--- config.mk ---
export PLATFORM = sky130hd
export DESIGN_NAME = audio_tx_fifo
export DESIGN_NICKNAME = d
export VERILOG_FILES = /design/src/rtl/audio_tx_fifo.sv
export SDC_FILE = /design/constraint.sdc
export NUM_CORES = 1
export LEC_CHECK = 0
export BUFFER_PORTS_ARGS = -buffer_cell sky130_fd_sc_hd__buf_2
export CELL_PAD_IN_SITES_DETAIL_PLACEMENT = 0
export CELL_PAD_IN_SITES_GLOBAL_PLACEMENT = 2
export CORE_MARGIN = 4
export CORE_UTILIZATION = 39
export DETAILED_ROUTE_END_ITERATION = 10
export GPL_TIMING_DRIVEN = 1
export PLACE_DENSITY_LB_ADDON = 0.1
export SKIP_LAST_GASP = 1
export SLEW_MARGIN = 40
export SYNTH_ARGS = -nofsm -noshare
export SYNTH_HDL_FRONTEND = slang
export SYNTH_SLANG_ARGS = --single-unit
--- constraint.sdc ---
create_clock -name clk -period 3.9 [get_ports clk]
set_clock_uncertainty 0.2 [all_clocks]
set_input_delay 0.39 -clock clk [delete_from_list [all_inputs] [get_ports clk]]
set_output_delay 0.39 -clock clk [all_outputs]
set_load 0.1 [all_outputs]
--- src/rtl/audio_tx_fifo.sv ---
module audio_tx_fifo #(
  parameter int DEPTH = 8
) (
  input  logic        clk,
  input  logic        rst_n,
  input  logic        wr_en,
  input  logic [31:0] wr_data,
  input  logic        cfg_enable,
  input  logic        cfg_compact,
  input  logic [1:0]  cfg_size,
  input  logic [1:0]  cfg_slot_sel,
  input  logic        cdc_ready,
  output logic        cdc_valid,
  output logic [19:0] cdc_left,
  output logic [19:0] cdc_right,
  output logic        st_empty,
  output logic        st_half,
  output logic        st_full,
  output logic        st_underrun
);
  localparam int AW = $clog2(DEPTH);
  localparam int LW = AW + 2;
  localparam logic [LW-1:0] FULL_L = LW'(DEPTH);
  localparam logic [LW-1:0] HALF_L = LW'(DEPTH / 2);
  localparam logic [LW-1:0] TWO_L  = LW'(2);

  logic [19:0]   mem [DEPTH];
  logic [AW-1:0] wp, rp;
  logic [LW-1:0] lvl, lvl_n, n_push, n_pop;
  logic          burst;

  logic          packed2, ok_one, ok_two, pop;
  logic [19:0]   s_one, s_lo, s_hi;
  logic [3:0]    c_sh;

  assign packed2 = cfg_compact & (cfg_size[0] == cfg_size[1]);
  assign c_sh    = (cfg_size == 2'd3) ? 4'd8 : 4'd4;
  assign s_lo    = {4'b0, wr_data[15:0]} << c_sh;
  assign s_hi    = {4'b0, wr_data[31:16]} << c_sh;

  always_comb begin
    case (cfg_size)
      2'd0:    s_one = wr_data[19:0] << 4;
      2'd1:    s_one = wr_data[19:0] << 2;
      2'd2:    s_one = wr_data[19:0];
      default: s_one = wr_data[19:0] << 8;
    endcase
  end

  assign ok_one = wr_en & ~packed2 & (lvl < FULL_L);
  assign ok_two = wr_en &  packed2 & ((lvl + TWO_L) < FULL_L);

  assign cdc_valid = cfg_enable & (|cfg_slot_sel) & (lvl >= TWO_L) &
                     ((lvl >= HALF_L) | burst);
  assign pop       = cdc_valid & cdc_ready;
  assign cdc_left  = mem[rp];
  assign cdc_right = mem[rp + AW'(1)];

  assign n_push = ok_two ? TWO_L : (ok_one ? LW'(1) : '0);
  assign n_pop  = pop ? TWO_L : '0;
  assign lvl_n  = lvl + n_push - n_pop;

  always_ff @(posedge clk) begin
    if (ok_one) mem[wp] <= s_one;
    if (ok_two) begin
      mem[wp]          <= s_lo;
      mem[wp + AW'(1)] <= s_hi;
    end
  end

  always_ff @(posedge clk) begin
    if (!rst_n) begin
      wp    <= '0;
      rp    <= '0;
      lvl   <= '0;
      burst <= 1'b0;
    end else begin
      if (ok_one) wp <= wp + AW'(1);
      if (ok_two) wp <= wp + AW'(2);
      if (pop)    rp <= rp + AW'(2);
      lvl   <= lvl_n;
      burst <= pop & (lvl_n >= TWO_L);
    end
  end

  always_ff @(posedge clk) begin
    if (!rst_n) begin
      st_empty    <= 1'b1;
      st_half     <= 1'b1;
      st_full     <= 1'b0;
      st_underrun <= 1'b0;
    end else begin
      if (wr_en) begin
        if (lvl_n != '0) begin
          st_empty    <= 1'b0;
          st_underrun <= 1'b0;
        end
        if (lvl_n >= HALF_L) st_half <= 1'b0;
        if (lvl_n >= FULL_L) st_full <= 1'b1;
      end
      if (pop) begin
        st_full <= 1'b0;
        if (lvl_n <= HALF_L) st_half <= 1'b1;
        if (lvl_n == '0) begin
          st_empty    <= 1'b1;
          st_underrun <= 1'b1;
        end
      end
    end
  end
endmodule

==> metrics, run 1 <==
clk buf depth 2; postcts setup bufs 0; CTS tree done; Site Rows 57; Via density just under 6; layout cell share with drive strength beyond 1 0.299; clk sinks between 150 and 200; Remaining DRCs 0; Avg Inst Size Synth roughly 14 sq um; Worst Setup End Kind register; sequential area share after synthesis 0.531; initial antenna violation count 0; hold_buf cts 0; final hold vios 0; type of the worst setup path reg2reg; GRT Util Overall 0.203; library cells used by synthesis 67; Synth top area share 0.496; Arr. time, crit path 3.66 ns; RD Place Congestion 0.823; Core Area ~24,000 sq um; max-cap viol count 0; via count of the routed design between 6,000 and 7,000; Leak roughly 4.2 nW; Tcrit/Tclk final 0.906; chip height roughly 170 um; area growth from synthesis to layout 14.9%; synthesized area 9680 sq um; Root Buffer clkbuf_16; EDFF count, synth 160; Rel. slew slack 0.463; post-CTS sizing 0; n_diodes 0; critical-path maximum fanout 4; global route overflow 0; post-route ant nets 0; Req. time, crit path roughly 4 ns; pin count of the biggest net entering global routing between 50 and 60; setup TNS 0 ns; Fillers approximately 2,300; Worst-Margin Slew a little under 0.8 ns; top post-synthesis cells by area edfxtp_1 50%, mux2i_1 11%, mux4_2 9.3%; pwr dens approximately 590 nW/um^2; Most used DFF post-synth edfxtp_1; HP Class in2reg; Tmin final about 3.5 ns; commonest non-fill, non-tap cell in the layout edfxtp_1; clk slew on worst S/H paths ~0.07 ns; Syn. warnings 0; router iterations before antenna repair 5; CP Launch Type register; Post-DP HPWL roughly 19 mm; IO buf count between 80 and 90; Synthesized Nets between 700 and 800; maximum VDD drop slightly below 300 uV; Top Ports 87; Synth Register Bits between 150 and 200; die width roughly 170 um; post-route insts no fill 1,097; Initial Util 0.397; Clock Latency Late Sink ~0.43 ns; H-tree levels 4; TritonCTS Buffers 17; Max Freq between 200 and 300 MHz; final slew viol count 0; nets 818; first-pass GRT wire length slightly above 40 mm; Total Wirelength 27.0 mm; Placed Cells ~1,100; outcome finished, final reports clean; Syn Inst Count between 600 and 700; commonest cells after routing, fill and taps aside 160 x edfxtp_1, 102 x mux2i_1, 86 x buf_2; initial drt markers about 520; Final setup violation count 0; Synth area leader edfxtp_1; Routed WL per cell 24.6 um; die area 27,400 sq um; via count of the first global-routing pass approximately 6,600; RSZ-0062 raised after global routing no; Post-synth ARST share 0
## layer usage
metal  routed length, um  GRT usage
met5                   0          0
met4                 525     0.0645
met3                1250     0.0280
met2               13200      0.336
met1               12100      0.277
## path summary, 6_finish.rpt
kind	startpoint	end	slack (ns)	depth (start not counted)
worst max-delay path	lvl[3]$_SDFF_PN0_	st_underrun$_SDFF_PN0_	0.37	11
worst min-delay path	rst_n	st_empty$_SDFF_PN1_	0.03	2
worst max register to register	lvl[3]$_SDFF_PN0_	st_underrun$_SDFF_PN0_	0.37	11
worst min register to register	st_full$_SDFFE_PP0P_	st_full$_SDFFE_PP0P_	0.30	2
## worst max-delay path: stages (launching register included)
cell	delay, ns
dfxtp_1	0.39
inv_1	0.08
ha_1	0.24
a311oi_1	0.34
inv_1	0.17
fa_1	0.41
ha_1	0.34
nor2b_1	0.16
o21ai_0	0.20
a21boi_1	0.15
or3_1	0.41
o41ai_1	0.35
## cell usage after synthesis, types with 2 or more instances
| library cell | count |
|---|---|
| nor4_4 | 3 |
| xor2_1 | 3 |
| buf_4 | 2 |
| and3_1 | 18 |
| inv_1 | 15 |
| a221oi_4 | 10 |
| and2_1 | 4 |
| o22ai_1 | 2 |
| clkbuf_1 | 21 |
| o31ai_1 | 8 |
| nor2_1 | 16 |
| o21ai_0 | 18 |
| edfxtp_1 | 160 |
| ha_1 | 15 |
| nor2b_1 | 5 |
| xnor2_1 | 5 |
| o21a_1 | 3 |
| a211oi_1 | 2 |
| mux4_2 | 40 |
| nand2b_1 | 11 |
| nand2_1 | 35 |
| nor3_1 | 19 |
| nand3_1 | 5 |
| mux2i_1 | 108 |
| nor4b_1 | 9 |
| nand2b_2 | 2 |
| o221ai_1 | 24 |
| a21oi_1 | 3 |
| a21o_1 | 3 |
| a22oi_1 | 24 |
| buf_2 | 18 |
| a22oi_2 | 4 |
| buf_6 | 5 |
| dfxtp_1 | 17 |
| nand4_1 | 2 |
## flip-flops by register name, summed over array words and instances, names as in the netlist, 2 cells and up, named ones only
signal / cells
mem: 160
lvl: 5
wp: 3
rp: 2
## cell families (layout without fill, tap and decap cells)
group	Yosys count	after routing	synth area share
mux	148	148	0.205
buf+inv	64	166	0.0318
xor+xnor	10	10	0.0106
flops	177	177	0.531
fa+ha+maj	16	16	0.0215
compound gates	113	113	0.108
simple gates	143	143	0.0919
## layout make-up
class,instances,area [sq um],share of cell area
Clock buffer,19,433,0.0389
Clock inverter,13,126,0.0114
Inverter,17,63.8,0.00573
Multi-Input combinational cell,430,4280,0.384
Sequential cell,177,5140,0.462
Tap cell,324,405,0.0364
Timing Repair Buffer,117,676,0.0607
## report_power, final
part | internal (mW) | switching, mW
logic | 0.682 | 1.90
registers | 2.31 | 0.0678
clock network | 0.844 | 0.796
total | 3.84 | 2.77
## metrics by stage
stage               setup slack (ns)  hold WS, ns  power [mW]  instance area (sq um)   util
global route                  0.0840       0.0295        6.89                  11100  0.456
floorplan                      0.143        0.341        4.45                   9680      -
finish                         0.368       0.0259        6.61                  11100  0.456
global placement               0.381        0.287        4.98                  10500  0.432
CTS                            0.379       0.0153        6.66                  11100  0.455
detailed placement             0.311        0.290        5.02                  10500  0.432
Power figures use the tool's default switching activity.
==> run 2: changes to the inputs <==
--- a/config.mk
+++ b/config.mk
@@ -12,6 +12,7 @@
 export CORE_UTILIZATION = 39
 export DETAILED_ROUTE_END_ITERATION = 10
 export GPL_TIMING_DRIVEN = 1
+export HOLD_SLACK_MARGIN = 0.15
 export PLACE_DENSITY_LB_ADDON = 0.1
 export SKIP_LAST_GASP = 1
 export SLEW_MARGIN = 40
==> run 2 against run 1 <==
Effect of this change:
- design area up 0.18%
- core utilization up 0.082 points
- setup slack better by 0.0031 ns
- combinational power about the same
- maximum frequency about the same
- worst hold slack better by 0.16 ns
- via count up 0.73%
- non-clock buffer count up 2
- count of clock-buffer cells in the layout unchanged
- largest cell class unchanged
==> metrics, run 2 (same netlist as run 1, synthesis figures left out) <==
outcome finished, final reports clean; R2R depth 11 (unchanged); r2r startpoint lvl[3]$_SDFF_PN0_; clk buf depth 2 (unchanged); Biggest register mem; TritonCTS Buffers 17 (unchanged); initial drt markers 471 (-8.9%); Setup WS post-layout 0.371 ns (+0.00306 ns); Clock Latency Late Sink 0.44 ns (about the same); Min-Delay Endpoint burst$_SDFF_PN0_; via count of the routed design 6,383 (+0.73%); Post-DP HPWL 18.6 mm (unchanged); Hold Path Depth 5 (+3); Arr. time, crit path 3.67 ns (about the same); area growth from synthesis to layout 15.1%; Max Freq 283 MHz (about the same); Leak 4.20 nW (+0.20%); clk sinks 177 (unchanged); via count of the first global-routing pass 6,643 (-0.060%); clk slew on worst S/H paths 0.08 ns (about the same); chip height 166 um (unchanged); CP Launch Type register; Rel. slew slack 0.480 (+0.0172); setup TNS 0 ns (unchanged); global route overflow 0 (unchanged); Top Ports 87 (unchanged); Worst-Margin Slew 0.759 ns (-0.0252 ns); die width 166 um (unchanged); Site Rows 57 (unchanged); Routed WL per cell 24.6 um (about the same); Tmin final 3.53 ns (-0.00306 ns); die area 27,400 sq um (unchanged); R2R setup slack 0.37 ns (about the same); Remaining DRCs 0 (unchanged); final hold vios 0 (unchanged); Worst Setup End Kind register; RD Place Congestion 0.823 (unchanged); Core Area 24,400 sq um (unchanged); post-layout util 0.457 (+0.000820); Tcrit/Tclk final 0.905 (about the same); layout cell share with drive strength beyond 1 0.298 (-0.000771); commonest cells after routing, fill and taps aside 160 x edfxtp_1, 102 x mux2i_1, 86 x buf_2; GRT Util Overall 0.203 (about the same); critical-path maximum fanout 4 (unchanged); initial antenna violation count 0 (unchanged); commonest non-fill, non-tap cell in the layout edfxtp_1; H-tree levels 4 (unchanged); max-cap viol count 0 (unchanged); post-CTS sizing 0 (unchanged); pwr dens 593 nW/um^2 (-0.15%); router iterations before antenna repair 5 (unchanged); hold path start cdc_ready; maximum VDD drop 296 uV (+0.81%); Root Buffer clkbuf_16; RSZ-0062 raised after global routing no; dpl ws 0.311 ns (unchanged); Initial Util 0.397 (unchanged); pin count of the biggest net entering global routing 53 (unchanged); first-pass GRT wire length 40.7 mm (about the same); cell area after layout 11,100 sq um (+0.18%); CTS tree done; Largest regs mem: 160 flops, lvl: 5 flops, wp: 3 flops; nets 820 (+0.24%); HP Class in2reg; Fillers 2,249 (-0.089%); post-route ant nets 0 (unchanged); reg2reg end st_underrun$_SDFF_PN0_; Final setup violation count 0 (unchanged); placed inst area 10,500 sq um (unchanged); Req. time, crit path 4.04 ns (about the same); max FFs per register 160 (unchanged); type of the worst setup path reg2reg; critical path startpoint lvl[3]$_SDFF_PN0_; Total Wirelength 27.0 mm (+0.16%); IO buf count 86 (unchanged); n_diodes 0 (unchanged); Via density 5.81 (+0.54%); final slew viol count 0 (unchanged)
-- run 2: cell types whose count changed in the layout (fill, tap and decap cells not counted), sizes merged --
cell	change
dlygate4sd3	+2
-- run 2: cell type report --
type | count | area (sq um) | share of cell area
inverter | 17 | 63.8 | 0.00572
sequential | 177 | 5140 | 0.462
tap | 324 | 405 | 0.0364
timing repair buffer | 119 | 696 | 0.0624
clock buffer | 19 | 433 | 0.0388
multi-input combinational | 430 | 4280 | 0.384
clock inverter | 13 | 126 | 0.0113
-- run 2: worst max path at each step --
stage,endpoint,cells after the start
6_report,st_underrun$_SDFF_PN0_,11
5_1_grt,st_underrun$_SDFF_PN0_,11
4_1_cts,st_underrun$_SDFF_PN0_,11
3_5_place_dp,st_underrun$_SDFF_PN0_,14
3_3_place_gp,st_underrun$_SDFF_PN0_,14
2_1_floorplan,st_underrun$_SDFF_PN0_,15
-- run 2: metrics by stage --
stage          hold WS (ns)  cells  total power, mW
3_5_place_dp          0.290   1065             5.02
3_3_place_gp          0.287   1065             4.98
2_1_floorplan         0.341    671             4.45
4_1_cts               0.182   1099             6.66
6_report              0.189   1099             6.61
5_1_grt               0.259   1099             6.89
-- run 2: report_power, final --
| group | total, mW | internal, mW | leakage (nW) | switching, mW |
|---|---|---|---|---|
| sequential | 2.38 | 2.31 | 1.61 | 0.0675 |
| combinational | 2.58 | 0.684 | 2.33 | 1.90 |
| clock | 1.64 | 0.844 | 0.261 | 0.798 |
-- run 2: per-layer routing --
metal | GRT usage | up-vias | part of all wire
met5 | 0 | - | 0
met4 | 0.0645 | 0 | 0.017
met3 | 0.0280 | 30 | 0.051
met2 | 0.336 | 200 | 0.49
met1 | 0.278 | 3269 | 0.44
li1 | - | 2884 | -
-- run 2: what timing repair did --
item | CTS | global route
hold buffers | 2 | 0
buffers inserted | 0 | 0
hold endpoints to repair | 7 | 0
-- run 2: critical path, cell delays in order, from the launching register on --
cell and delay, ns:
dfxtp_1 0.39, inv_1 0.08, ha_1 0.24, a311oi_1 0.34, inv_1 0.17, fa_1 0.41
ha_1 0.34, nor2b_1 0.16, o21ai_0 0.20, a21boi_1 0.15, or3_1 0.41, o41ai_1 0.35
